`config.mk`:
```
export PLATFORM = sky130hd
export DESIGN_NAME = flash_ctl_regs
export DESIGN_NICKNAME = d
export VERILOG_FILES = /design/src/rtl/fc_pkg.sv /design/src/rtl/fc_unlock.sv /design/src/rtl/fc_busy_timer.sv /design/src/rtl/fc_sector_map.sv /design/src/rtl/flash_ctl_regs.sv
export SDC_FILE = /design/constraint.sdc
export NUM_CORES = 1
export LEC_CHECK = 0
export BUFFER_PORTS_ARGS = -buffer_cell sky130_fd_sc_hd__buf_2
export CAP_MARGIN = 10
export CORE_AREA = 8 8 72 74
export CTS_CLUSTER_SIZE = 28
export DETAILED_ROUTE_END_ITERATION = 12
export DIE_AREA = 0 0 80 82
export PLACE_DENSITY = 0.95
export SYNTH_ARGS = -nofsm -noshare
export SYNTH_HDL_FRONTEND = slang
export SYNTH_HIERARCHICAL = 1
export SYNTH_SLANG_ARGS = --single-unit
```
`constraint.sdc`:
```
create_clock -name clk -period 6.1 [get_ports clk]
set_input_delay 0 -clock clk [delete_from_list [all_inputs] [get_ports clk]]
set_output_delay 0 -clock clk [all_outputs]
set_load 0.05 [all_outputs]
```
`src/rtl/fc_pkg.sv`:
```
package fc_pkg;
    localparam logic [7:0]  OFF_KEY  = 8'h04;
    localparam logic [7:0]  OFF_STAT = 8'h0C;
    localparam logic [7:0]  OFF_CTRL = 8'h10;
    localparam logic [31:0] KEY_FIRST  = 32'h4567_0123;
    localparam logic [31:0] KEY_SECOND = 32'hCDEF_89AB;
    localparam int BIT_PG    = 0;
    localparam int BIT_SER   = 1;
    localparam int BIT_MER   = 2;
    localparam int SNB_LO    = 3;
    localparam int PSZ_LO    = 8;
    localparam int BIT_START = 16;
    localparam int BIT_LOCK  = 31;
    localparam int BIT_ERR   = 7;
    localparam int BIT_BUSY  = 16;

    typedef enum logic [1:0] {KS_LOCKED, KS_HALF, KS_OPEN, KS_JAMMED} kstate_e;

    typedef struct packed {
        logic       pg;
        logic       ser;
        logic       mer;
        logic [3:0] snb;
        logic [1:0] psize;
    } ctrl_t;
endpackage

```
`src/rtl/fc_unlock.sv`:
```
module fc_unlock
    import fc_pkg::*;
#(
    parameter logic [31:0] KEY_A = KEY_FIRST,
    parameter logic [31:0] KEY_B = KEY_SECOND
) (
    input  logic        clk,
    input  logic        rst_n,
    input  logic        key_wr,
    input  logic [31:0] key_val,
    input  logic        relock,
    output logic        locked
);
    typedef struct packed { kstate_e ks; } st_t;
    st_t st_d, st_q;

    always_comb begin
        st_d = st_q;
        unique case (st_q.ks)
            KS_LOCKED: if (key_wr) st_d.ks = (key_val == KEY_A) ? KS_HALF : KS_JAMMED;
            KS_HALF:   if (key_wr) st_d.ks = (key_val == KEY_B) ? KS_OPEN : KS_JAMMED;
            KS_OPEN:   if (relock) st_d.ks = KS_LOCKED;
            default:   st_d.ks = KS_JAMMED;
        endcase
    end

    always_ff @(posedge clk or negedge rst_n) begin
        if (!rst_n) st_q <= '{ks: KS_LOCKED};
        else        st_q <= st_d;
    end

    assign locked = (st_q.ks != KS_OPEN);

    // a jammed lock stays jammed
    a_r3_jam_sticky: assert property (@(posedge clk) disable iff (!rst_n)
        st_q.ks == KS_JAMMED |=> st_q.ks == KS_JAMMED);
    // opening only follows the half-keyed state
    a_r2_open_from_half: assert property (@(posedge clk) disable iff (!rst_n)
        (st_q.ks == KS_LOCKED) |=> st_q.ks != KS_OPEN);
endmodule

```
`src/rtl/fc_busy_timer.sv`:
```
module fc_busy_timer #(
    parameter int CYCLES = 64
) (
    input  logic clk,
    input  logic rst_n,
    input  logic launch,
    output logic busy
);
    localparam int CW = $clog2(CYCLES + 1);
    typedef struct packed { logic [CW-1:0] cnt; } st_t;
    st_t st_d, st_q;

    always_comb begin
        st_d = st_q;
        if (launch)               st_d.cnt = CW'(CYCLES);
        else if (st_q.cnt != '0)  st_d.cnt = st_q.cnt - 1'b1;
    end

    always_ff @(posedge clk or negedge rst_n) begin
        if (!rst_n) st_q <= '0;
        else        st_q <= st_d;
    end

    assign busy = (st_q.cnt != '0);

    // a launch is followed by busy
    a_r10_busy_after_launch: assert property (@(posedge clk) disable iff (!rst_n)
        launch |=> busy);
    // the front end never relaunches a running timer
    a_r11_no_launch_when_busy: assert property (@(posedge clk) disable iff (!rst_n)
        launch |-> !busy);
endmodule

```
`src/rtl/fc_sector_map.sv`:
```
module fc_sector_map #(
    parameter logic [31:0] BASE        = 32'h0800_0000,
    parameter int          SMALL_CNT   = 4,
    parameter int          SMALL_BYTES = 16 * 1024,
    parameter int          MID_BYTES   = 64 * 1024,
    parameter int          LARGE_BYTES = 128 * 1024
) (
    input  logic [3:0]  sector,
    output logic [31:0] start_addr
);
    localparam logic [31:0] MID_START   = 32'(SMALL_CNT * SMALL_BYTES);
    localparam logic [31:0] LARGE_START = MID_START + 32'(MID_BYTES);

    logic [31:0] offset;
    always_comb begin
        if (int'(sector) < SMALL_CNT)
            offset = 32'(sector) * 32'(SMALL_BYTES);
        else if (int'(sector) == SMALL_CNT)
            offset = MID_START;
        else
            offset = LARGE_START + (32'(sector) - 32'(SMALL_CNT + 1)) * 32'(LARGE_BYTES);
        start_addr = BASE + offset;
    end
endmodule

```
`src/rtl/flash_ctl_regs.sv`:
```
module flash_ctl_regs
    import fc_pkg::*;
#(
    parameter int          ADDR_W      = 8,
    parameter int          BUSY_CYCLES = 64,
    parameter int          NUM_SECTORS = 12,
    parameter logic [31:0] FLASH_BASE  = 32'h0800_0000
) (
    input  logic              clk,
    input  logic              rst_n,
    input  logic              bus_sel,
    input  logic              bus_we,
    input  logic [ADDR_W-1:0] bus_addr,
    input  logic [31:0]       bus_wdata,
    output logic [31:0]       bus_rdata,
    output logic              fl_prog_pulse,
    output logic              fl_erase_pulse,
    output logic              fl_mass_pulse,
    output logic [3:0]        fl_sector,
    output logic [1:0]        fl_psize,
    output logic [31:0]       fl_sector_addr
);
    typedef struct packed {
        ctrl_t ctrl;
        logic  err;
        logic  prog_p;
        logic  erase_p;
        logic  mass_p;
    } st_t;
    st_t st_d, st_q;

    logic locked, busy, launch, relock;
    logic key_wr, stat_wr, ctrl_wr;

    assign key_wr  = bus_sel && bus_we && (bus_addr == ADDR_W'(OFF_KEY));
    assign stat_wr = bus_sel && bus_we && (bus_addr == ADDR_W'(OFF_STAT));
    assign ctrl_wr = bus_sel && bus_we && (bus_addr == ADDR_W'(OFF_CTRL));

    always_comb begin
        st_d         = st_q;
        st_d.prog_p  = 1'b0;
        st_d.erase_p = 1'b0;
        st_d.mass_p  = 1'b0;
        launch       = 1'b0;
        relock       = 1'b0;
        if (stat_wr && bus_wdata[BIT_ERR]) st_d.err = 1'b0;
        if (ctrl_wr && !locked) begin
            st_d.ctrl.pg    = bus_wdata[BIT_PG];
            st_d.ctrl.ser   = bus_wdata[BIT_SER];
            st_d.ctrl.mer   = bus_wdata[BIT_MER];
            st_d.ctrl.snb   = bus_wdata[SNB_LO +: 4];
            st_d.ctrl.psize = bus_wdata[PSZ_LO +: 2];
            relock          = bus_wdata[BIT_LOCK];
            if (bus_wdata[BIT_START] && !busy) begin
                if (bus_wdata[BIT_MER]) begin
                    st_d.mass_p = 1'b1;
                    launch      = 1'b1;
                end else if (bus_wdata[BIT_SER]) begin
                    if (int'(bus_wdata[SNB_LO +: 4]) >= NUM_SECTORS) begin
                        st_d.err = 1'b1;
                    end else begin
                        st_d.erase_p = 1'b1;
                        launch       = 1'b1;
                    end
                end else if (bus_wdata[BIT_PG]) begin
                    st_d.prog_p = 1'b1;
                    launch      = 1'b1;
                end
            end
        end
    end

    always_ff @(posedge clk or negedge rst_n) begin
        if (!rst_n) st_q <= '0;
        else        st_q <= st_d;
    end

    fc_unlock u_unlock (
        .clk     (clk),
        .rst_n   (rst_n),
        .key_wr  (key_wr),
        .key_val (bus_wdata),
        .relock  (relock),
        .locked  (locked)
    );

    fc_busy_timer #(.CYCLES(BUSY_CYCLES)) u_timer (
        .clk    (clk),
        .rst_n  (rst_n),
        .launch (launch),
        .busy   (busy)
    );

    fc_sector_map #(.BASE(FLASH_BASE)) u_map (
        .sector     (st_q.ctrl.snb),
        .start_addr (fl_sector_addr)
    );

    always_comb begin
        bus_rdata = '0;
        if (bus_addr == ADDR_W'(OFF_CTRL)) begin
            bus_rdata[BIT_LOCK]       = locked;
            bus_rdata[BIT_PG]         = st_q.ctrl.pg;
            bus_rdata[BIT_SER]        = st_q.ctrl.ser;
            bus_rdata[BIT_MER]        = st_q.ctrl.mer;
            bus_rdata[SNB_LO +: 4]    = st_q.ctrl.snb;
            bus_rdata[PSZ_LO +: 2]    = st_q.ctrl.psize;
        end else if (bus_addr == ADDR_W'(OFF_STAT)) begin
            bus_rdata[BIT_BUSY] = busy;
            bus_rdata[BIT_ERR]  = st_q.err;
        end
    end

    assign fl_prog_pulse  = st_q.prog_p;
    assign fl_erase_pulse = st_q.erase_p;
    assign fl_mass_pulse  = st_q.mass_p;
    assign fl_sector      = st_q.ctrl.snb;
    assign fl_psize       = st_q.ctrl.psize;

    // at most one strobe at a time
    a_r7_one_strobe: assert property (@(posedge clk) disable iff (!rst_n)
        $onehot0({fl_prog_pulse, fl_erase_pulse, fl_mass_pulse}));
    // every strobe comes with busy
    a_r10_strobe_busy: assert property (@(posedge clk) disable iff (!rst_n)
        (fl_prog_pulse || fl_erase_pulse || fl_mass_pulse) |-> busy);
    // no strobe when the previous cycle was busy
    a_r11_idle_before_strobe: assert property (@(posedge clk) disable iff (!rst_n)
        (fl_prog_pulse || fl_erase_pulse || fl_mass_pulse) |-> !$past(busy));
    // a raised error never comes with a strobe
    a_r9_err_no_strobe: assert property (@(posedge clk) disable iff (!rst_n)
        $rose(st_q.err) |-> !(fl_prog_pulse || fl_erase_pulse || fl_mass_pulse));
    // locked control writes leave the driven fields alone
    a_r4_locked_hold: assert property (@(posedge clk) disable iff (!rst_n)
        (locked && ctrl_wr) |=> ($stable(fl_sector) && $stable(fl_psize)));
endmodule

```
* Word-level counts from Yosys, hierarchy flattened
Cells that the tools add are included.
Cells by class: add/sub/neg operators 4, magnitude comparators 2, equality and inequality tests 12, multiplexer cells 33, reduce and logical (&&, ||, !) cells 13
Operators with widths (count):
- 32-bit 2-to-1 mux | 2
- 18-bit by 32-bit adder with 32-bit output, first input constant | 1
- 28-bit by 32-bit adder with 32-bit output, first input constant | 1
- 32-bit by 31-bit == test with 1-bit output, second input constant | 1
- 32-bit == test, second input constant | 1
- 7-bit 2-to-1 mux | 3
- 1-bit 2-to-1 mux | 19
- 2-bit 2-to-1 mux | 5
- 8-bit by 3-bit == test with 1-bit output, second input constant | 1
- 8-bit by 4-bit == test with 1-bit output, second input constant | 1
- 8-bit by 5-bit == test with 1-bit output, second input constant | 1
- 4-bit 2-to-1 mux | 2
- 2-bit != test, second input constant | 4
- 1-bit logical AND | 7
- 7-bit nonzero test | 1
- 7-bit by 1-bit subtractor with 7-bit output, second input constant | 1
- 2-bit case mux with 3 select lines | 1
- 4-bit by 3-bit subtractor with 5-bit output, second input constant | 1
- 4-bit == test, second input constant | 1
- 4-bit >= comparator, second input constant | 1
- 4-bit by 3-bit less-than comparator with 1-bit output, second input constant | 1
- 3-bit 2-to-1 mux | 1
- 3-bit AND reduction | 1
- 2-bit by 1-bit == test with 1-bit output, second input constant | 1
- other kinds (4) | 5
Storage, ports and cells: flip-flop bits (word level) 22, output and inout bits 73, logic and storage cells 75

* Longest topological paths before layout
Gate-level depths: netlist of the first run.
depth in word-level cells 9, gate-level depth with buffers 11, gate-level depth less buffers 10

* Hierarchy
Netlist of the first run, hierarchy kept.
Modules (own cells, without submodules):
- flash_ctl_regs | instances 1, cells an instance 89, area an instance 909.6 sq um
- fc_busy_timer | instances 1, cells an instance 39, area an instance 389.1 sq um
- fc_sector_map | instances 1, cells an instance 40, area an instance 270.3 sq um
- fc_unlock | instances 1, cells an instance 25, area an instance 216.5 sq um

* Worst setup path after synthesis of the first run
Ideal clock, no wire load.
path type register to register, start reg u_unlock/st_q[0] (netlist bit), end reg u_timer/st_q[0] (netlist bit), arrival time 2.006 ns, setup slack 3.969 ns, cell stages (with the launch flop) 9, buffers on the path 2, period minus slack after synthesis 2.131 ns, path through dfrtp_1 nand2b_1 nand3b_1 or4_4 buf_6 a211oi_1 clkbuf_1 nor2_1 mux2_2
Between the ends: cells in the longest elaborated chain, start to end 5
RTL lines:
- start: declaration | RTL line fc_unlock.sv:15 | st_t st_d, st_q;
- start signal: assignment | RTL line fc_unlock.sv:28 | if (!rst_n) st_q <= '{ks: KS_LOCKED};
- start signal: assignment | RTL line fc_unlock.sv:29 | else st_q <= st_d;
- 2-bit != test (*) | RTL line fc_unlock.sv:32 | assign locked = (st_q.ks != KS_OPEN);
- named net locked | RTL line flash_ctl_regs.sv:32 | logic locked, busy, launch, relock;
- 1-bit zero test (*) | RTL line flash_ctl_regs.sv:47 | if (ctrl_wr && !locked) begin
- 1-bit logical AND (*) | RTL line flash_ctl_regs.sv:47
- 1-bit 2-to-1 mux (*) | RTL line flash_ctl_regs.sv:47
- named net launch | RTL line flash_ctl_regs.sv:32
- 7-bit 2-to-1 mux or 2-bit nonzero test (tied branches)
- end signal: assignment | RTL line fc_busy_timer.sv:21 | else st_q <= st_d;
- end: declaration | RTL line fc_busy_timer.sv:11 | st_t st_d, st_q;
Mark *: on every way through the listed nets, which the timed path passes. The rest lies on a longest branch. A chain may end at the register's enable or synchronous reset.

* Final worst setup path of the first run
start reg u_timer/st_q[0] (netlist bit), end reg u_timer/st_q[5] (netlist bit)
Between the ends: cells in the longest elaborated chain, start to end 6
RTL lines:
- 7-bit nonzero test (*) | RTL line fc_busy_timer.sv:24 | assign busy = (st_q.cnt != '0);
- named net busy | RTL line flash_ctl_regs.sv:32
- 1-bit zero test (*) | RTL line flash_ctl_regs.sv:54 | if (bus_wdata[BIT_START] && !busy) begin
- 1-bit logical AND (*) | RTL line flash_ctl_regs.sv:54
- 1-bit 2-to-1 mux (*) | RTL line flash_ctl_regs.sv:54
- 1-bit 2-to-1 mux (*) | RTL line flash_ctl_regs.sv:47
- named net launch | RTL line flash_ctl_regs.sv:32
- 7-bit 2-to-1 mux or 2-bit nonzero test (tied branches)
Mark *: on every way through the listed nets, which the timed path passes. The rest lies on a longest branch. The select of a mux whose other input is x is not followed.

==> results.md, run 1 <==
* Highest-delay cell along the critical path: a211oi_1
* Critical Path AT at between 2000 and 3000 ps
* Row count at 24
* Clock Latency Late Sink at 260 ps
* Max Fanout on Critical Path at 9
* Power density cells at ~230 nW/um^2
* Cells after Synth at 193
* Critical path class: flop to flop
* Initial antenna violation count at 0
* Clk_skew at 3.730 ps
* Internal power at 282.0 uW
* Post-Synth XOR/XNOR Area at 0.4905%
* Final setup TNS at 0 ps
* Worst slew pin tran at 987.2 ps
* DR pass1 iterations at 4
* Port-buffer cells at just over 70
* Element type at the critical path start: flop
* First-pass GRT wire length at around 6.5 mm
* Achievable clock frequency at 362.5 MHz
* Tcrit/Tclk final at between 40% and 50%
* Area Growth Syn to Fin at 15.70%
* Clk sinks at 22
* DRC at 0
* Maximum vdd drop at 0.08651 mV
* CP required at 6240 ps
* Synth cell types at 45
* Starting DRT DRC Count at 58
* Die Area at between 6000 and 7000 sq um
* Post-Synth Adder-Cell Area at 1.402%
* RSZ-0062 raised after global routing: no
* Nets@finish at 310
* Final core utilization at 49.85%
* Root buffer cell: clkbuf_8
* Final Hold Fails at 0
* Top_reg_cell synth: dfrtp_1
* Vias per cell at 4.717
* Slowest stage delay, CP at 840 ps
* Max-slew violation count at 0
* Number of buffers and inverters on the critical path at 3
* Pleak at 1.089 nW
* Worst path cell trace: inv_1 > ha_1 > nand2b_4 > nor4_4 > inv_2 > nand2b_1 > a211oi_1 > inv_1 > o211ai_1 > o31ai_1
* Largest net degree at the start of global routing at 23
* Switching pwr at roughly 200 uW
* Post-synthesis mux area share at 6.307%
* H-Tree Depth at 1
* Clock-pin slew on the worst setup and hold paths at 70 ps
* CP delay by family, top: compound AO/OA/AOI/OAI gates
* N_diodes at 0
* Largest family of logic cells by synthesized area: simple AND/OR/NAND/NOR gates
* Clk buf depth at 2
* Die width at 80 microns
* Effective utilization at floorplan at 43.09%
* Total routed wirelength at 4.478 mm
* Status: complete, no violations
* TritonCTS clock tree: yes
* Final setup viols at 0
* Post-synthesis register bit count at 22
* Cell repeated most along the worst path: inv_1
* Max Cap Viol at 0
* Top-level port count at approximately 120
* Syn avg cell area at 9.251 sq um
* WHS at 18.74 ps
* Die height at 82 microns
* Post-CTS resize count at 0
* Dpl ws at 3405 ps
* Share of cells above drive strength 1 at 36.26%
* GRT Overall Usage at between 10% and 20%
* EDFF count, synth at 0
* Synth Cell Area at ~1800 sq um
* Vias in the first global route at 1450
* Simple-Gate Fraction of Synth Area at ~28%
* HP Class: primary input to flop
* Async S/R FF share, synth at 100.0%
* DRT antenna net count at 0
* Via count at 1481
* Seq/Total Area, Yosys at 30.83%
* Endpoint class of the critical path: flop
* Setup repair bufs after CTS at 0
* Sequential share of power at 40.9%
* WL per Instance at 14.26 microns
* CTS Buf Count at 3
* Final Critical Period at 2759 ps
* Slew margin rel. at 33.79%
* Compound-Gate Fraction of Synth Area at 7.358%
* Clock Power Share at 18.0%
* DP Wirelength at 3.763 mm
* Sw Ratio at 41.64%
* Core area at 4144 sq um
* Power share of the combinational group at 41.1%
* Post-layout worst setup margin at 3341 ps
* Total gr overflow at 0
* Final GP Congestion at just under 0.9
* Synth Warn # at 6
[power groups by stage]
stage | Sequential (mW) | Combinational, mW | Clock, mW
6_report | 0.197 | 0.199 | 0.0871
5_1_grt | 0.199 | 0.216 | 0.0960
4_1_cts | 0.195 | 0.197 | 0.0898
3_5_place_dp | 0.197 | 0.193 | 0
3_3_place_gp | 0.196 | 0.188 | 0
2_1_floorplan | 0.192 | 0.179 | 0
[sequential cells by signal, summed over array words and instances (netlist names)]
| name | flops |
|---|---|
| fl_mass_pulse | 1 |
| fl_erase_pulse | 1 |
| u_timer/st_q | 7 |
| fl_psize | 2 |
| fl_sector | 4 |
| st_q | 4 |
| u_unlock/st_q | 2 |
| fl_prog_pulse | 1 |
[synth_stat cells (3+ instances only)]
cell	instances	share of area (%)
conb_1	3	0.63
nor4_1	4	1.4
a21oi_1	5	1.4
nor3_1	8	2.2
buf_4	51	21
inv_1	7	1.5
and2_1	14	4.9
nand2_1	6	1.3
mux2_2	9	5.7
or3_1	4	1.4
nand2b_1	7	2.5
dfrtp_1	22	31
nand4_1	4	1.4
o21ai_0	3	0.84
nor2_1	8	1.7
[cell usage in the layout, fill, tap and decap left out, drive strengths merged, types with 3 or more instances in the layout]
cell type     n
inv           8
conb         45
or4           3
nand2b        8
and2         14
nor2          8
nor4          7
nand4         4
a21oi         5
nand2         6
clkbuf        3
o21ai         3
buf          71
dfrtp        22
nor3          8
dlygate4sd3   7
or3           4
mux2         10
[kinds of logic after synthesis]
kind of cell / Yosys count
AND/OR/NAND/NOR: 74
buffers and inverters: 62
flip-flops: 22
AO/OA/AOI/OAI: 19
multiplexers: 10
other: 3
adder cells (fa/ha/maj): 2
XOR/XNOR: 1
[cell type report]
class | count | area, sq um
Fill cell | 405 | 2078
Multi-Input combinational cell | 151 | 953.4
Sequential cell | 22 | 550.5
Timing Repair Buffer | 78 | 425.4
Tap cell | 52 | 65.06
Clock buffer | 3 | 41.29
Inverter | 8 | 30.03
[final timing paths]
path / start / endpoint / slack, ps / cells past startpoint
min in group asynchronous: rst_n / st_q[12] / 230 / 2
hold / removal: bus_wdata[0] / fl_prog_pulse / 20 / 3
setup / recovery: u_timer/st_q[0] / u_timer/st_q[5] / 3340 / 10
hold reg to reg: st_q[11] / st_q[11] / 510 / 1
max in group asynchronous: rst_n / fl_erase_pulse / 5530 / 2
setup reg to reg: u_timer/st_q[0] / u_timer/st_q[5] / 3340 / 10
[what timing repair did]
| item | in CTS | in global routing |
|---|---|---|
| setup endpoints to repair | 0 | 0 |
| hold buffers | 7 | 0 |
| endpoints found under the hold margin | 28 | 0 |
[stage by stage]
| stage | std cells | total power [mW] | instance area (sq um) |
|---|---|---|---|
| after floorplan | 235 | 0.3712 | 1943 |
| after global placement | 304 | 0.3841 | 1954 |
| after detailed placement | 304 | 0.3903 | 1954 |
| after CTS | 314 | 0.4821 | 2066 |
| after global routing | 314 | 0.5107 | 2066 |
| final | 314 | 0.4832 | 2066 |
[per-layer routing]
layer / vias to the layer above / routed length, microns / GRT usage [%] / share of wire, %
met5: - / 0 / 0 / 0
met4: 0 / 30 / 4.000 / 0.67
met3: 6 / 517 / 3.829 / 12
met2: 77 / 2348 / 22.80 / 52
met1: 681 / 1580 / 12.94 / 35
li1: 717 / - / - / -
[tightest hold or removal path: stages]
cell      delay (ps)
buf_2            120
nand2b_1          70
nor4_1            50
No activity file was read; power rests on OpenSTA's default activity.
==> run 2: changes to the inputs <==
--- a/config.mk
+++ b/config.mk
@@ -5,13 +5,14 @@
 export SDC_FILE = /design/constraint.sdc
 export NUM_CORES = 1
 export LEC_CHECK = 0
+export ABC_AREA = 1
 export BUFFER_PORTS_ARGS = -buffer_cell sky130_fd_sc_hd__buf_2
 export CAP_MARGIN = 10
-export CORE_AREA = 8 8 72 74
+export CORE_AREA = 8 8 77 79
 export CTS_CLUSTER_SIZE = 28
 export DETAILED_ROUTE_END_ITERATION = 12
-export DIE_AREA = 0 0 80 82
-export PLACE_DENSITY = 0.95
+export DIE_AREA = 0 0 85 87
+export PLACE_DENSITY = 0.9
 export SYNTH_ARGS = -nofsm -noshare
 export SYNTH_HDL_FRONTEND = slang
 export SYNTH_HIERARCHICAL = 1
==> constraint.sdc (replaced) <==
create_clock -name clk -period 2.7 [get_ports clk]
set_input_delay 0 -clock clk [delete_from_list [all_inputs] [get_ports clk]]
set_output_delay 0 -clock clk [all_outputs]
set_load 0.05 [all_outputs]
==> results.md, run 2 <==
* Largest net degree at the start of global routing at 23
* Area of the multi-input gates at 1027 sq um
* PnR Total Power at about 980 uW
* Effective utilization at floorplan at 42.18%
* WL per Instance at between 10 and 15 microns
* Simple-Gate Fraction of Synth Area at 39.23%
* Tcrit/Tclk final at 81.08%
* GR Util met1 at 14.49%
* Endpoint class of the critical path: flop
* Largest register by flop count: u_timer/st_q
* Dpl ws at 585.5 ps
* Fillers at 487
* Crit path from: u_unlock/st_q[0]
* Root buffer cell: clkbuf_8
* Worst reg2reg path depth at 9
* Clock Latency Late Sink at 270 ps
* Starting DRT DRC Count at approximately 120
* GRT Overall Usage at roughly an eighth
* CP required at just under 3000 ps
* Internal reg-to-reg setup slack at 510 ps
* Final setup viols at 0
* Syn avg cell area at approximately 6.6 sq um
* Setup repair bufs after CTS at 0
* Internal power at 615.3 uW
* Worst reg2reg startpoint: u_unlock/st_q[0]
* Register Area at 550.5 sq um
* Async S/R FF share, synth at between 90% and 100%
* Met2 Use GR at about 22%
* Post-Synth Adder-Cell Area at 1.224%
* Post-synthesis register bit count at 22
* Post-Synth XOR/XNOR Area at 0%
* RR Endpoint: u_timer/st_q[4]
* Synth top area cells: dfrtp_1, buf_4, nand2_1
* Total routed wirelength at 5.109 mm
* Most frequent cells in the layout: buf_2, nand2_1, inv_1
* Synth cell types at 28
* Clock Power Share at 31.4%
* CP endpoint: u_timer/st_q[4]
* Clk_skew at a little over 3 ps
* Vias per cell at around 4.4
* Port-buffer cells at 71
* Power share of the combinational group at 32.1%
* RSZ-0062 raised after global routing: no
* Cells after Synth at just over 300
* Area Growth Syn to Fin at 13.53%
* Yosys top cell by area: dfrtp_1
* Synth top area share at 26.93%
* Compound-Gate Fraction of Synth Area at 1.530%
* Vias in the first global route at approximately 1800
* Most numerous cell in the Yosys netlist: nand2_1
* Achievable clock frequency at 456.8 MHz
* Commonest non-fill, non-tap cell in the layout: buf_2
* Nets@finish at 424
* Top_reg_cell synth: dfrtp_1
* Seq/Total Area, Yosys at 26.93%
* Final Hold Fails at 0
* WHS at 9.462 ps
* Final GP Congestion at 0.8068
* DR pass1 iterations at 4
* Max Cap Viol at 0
* Critical path class: flop to flop
* Post-synth top cells: nand2_1, buf_4, inv_1
* Initial antenna violation count at 0
* GR peak layer: met2
* Row count at 26
* CTS Buf Count at 3
* Post-synthesis mux area share at 0%
* Clock-pin slew on the worst setup and hold paths at roughly 80 ps
* Core area at 4847 sq um
* Die Area at between 7000 and 8000 sq um
* Switching pwr at 367.5 uW
* DP Wirelength at roughly 4.3 mm
* Max Fanout on Critical Path at 12
* DRC at 0
* Post-layout worst setup margin at roughly 510 ps
* Total gr overflow at 0
* Top-level port count at ~120
* TritonCTS clock tree: yes
* DRT antenna net count at 0
* Largest family of logic cells by synthesized area: simple AND/OR/NAND/NOR gates
* GR Util met3 at 3.491%
* Die height at between 80 and 90 microns
* Clk buf depth at 2
* Power density cells at roughly 420 nW/um^2
* Sequential share of power at 36.5%
* Die width at between 80 and 90 microns
* Synth Warn # at 6
* Synth Cell Area at between 2000 and 2500 sq um
* HP Class: primary input to flop
* Via count at 1922
* Maximum vdd drop at 0.1992 mV
* Final setup TNS at 0 ps
* Max reg flops at 7
* Critical Path AT at approximately 2400 ps
* Clk sinks at 22
* Final Critical Period at 2189 ps
* Sw Ratio at 37.39%
* Element type at the critical path start: flop
* Share of cells above drive strength 1 at 29.44%
* H-Tree Depth at 1
* Max-slew violation count at 0
* First-pass GRT wire length at 7.872 mm
* N_diodes at 0
* EDFF count, synth at 0
* Pleak at 1.390 nW
* Status: complete, no violations
## run 2: cell count changes after synthesis, moves of 4 or more
cell      delta
a21oi_1      -4
and2_1      -13
or3_1        -4
mux2_2       -9
nand2b_1     -7
nor2_2      +18
nor2_1      +29
nand3_1     +22
inv_1       +44
nand2_1     +63
nand2_2      +4
nor3_1       -8
nor4_1       -4
## run 2: metal layers
layer  vias up  share of wire (%)
li1        956                  -
met1       850                 41
met2       107                 46
met3         9                 10
met4         0                2.3
met5         -                  0
## run 2: how the worst min path moves through the flow
stage	start	endpoint	cells past startpoint
after CTS	bus_wdata[9]	fl_psize[1]	3
after detailed placement	rst_n	fl_mass_pulse	1
after global placement	rst_n	fl_mass_pulse	1
final	bus_wdata[3]	fl_sector[0]	3
after floorplan	rst_n	fl_erase_pulse	0
after global routing	bus_wdata[3]	fl_sector[0]	3
## run 2: worst max-delay path, stage by stage, from the launching register on
cell,delay (ps)
dfrtp_1,380
inv_1,70
nand2_1,100
nor2_2,410
nand3_1,410
nor2_1,270
inv_1,170
nand4_2,160
inv_1,70
nor2_1,90
## run 2: final cells by class
type | instances | area share, %
clock buffers | 3 | 1.779
well taps | 56 | 3.019
repair buffers | 75 | 17.04
inverters | 55 | 8.895
flip-flops and latches | 22 | 23.72
multi-input cells | 221 | 44.26
clock inverters | 1 | 1.294
## run 2: cells by family after synthesis
logic type,Yosys count
AND/OR/NAND/NOR,169
buffers and inverters,110
AO/OA/AOI/OAI,5
adder cells (fa/ha/maj),2
flip-flops,22
other,3
## run 2: power groups by stage
stage                     clock network (mW)  logic, mW  registers, mW
final                                  0.309      0.316          0.359
after global routing                   0.327      0.345          0.361
after global placement                     0      0.300          0.363
after detailed placement                   0      0.305          0.365
after floorplan                            0      0.296          0.363
after CTS                              0.317      0.313          0.358
## run 2: repair_timing
item / CTS / global route
hold buffers: 4 / 0
gates resized for setup: 0 / 0
endpoints found under the hold margin: 25 / 0
## run 2: stage by stage
stage	utilization, %	area (sq um)	instances
after floorplan	-	2202	353
after global placement	45.59	2210	425
after detailed placement	45.59	2210	425
after CTS	47.88	2321	433
after global routing	47.88	2321	433
final	47.88	2321	433
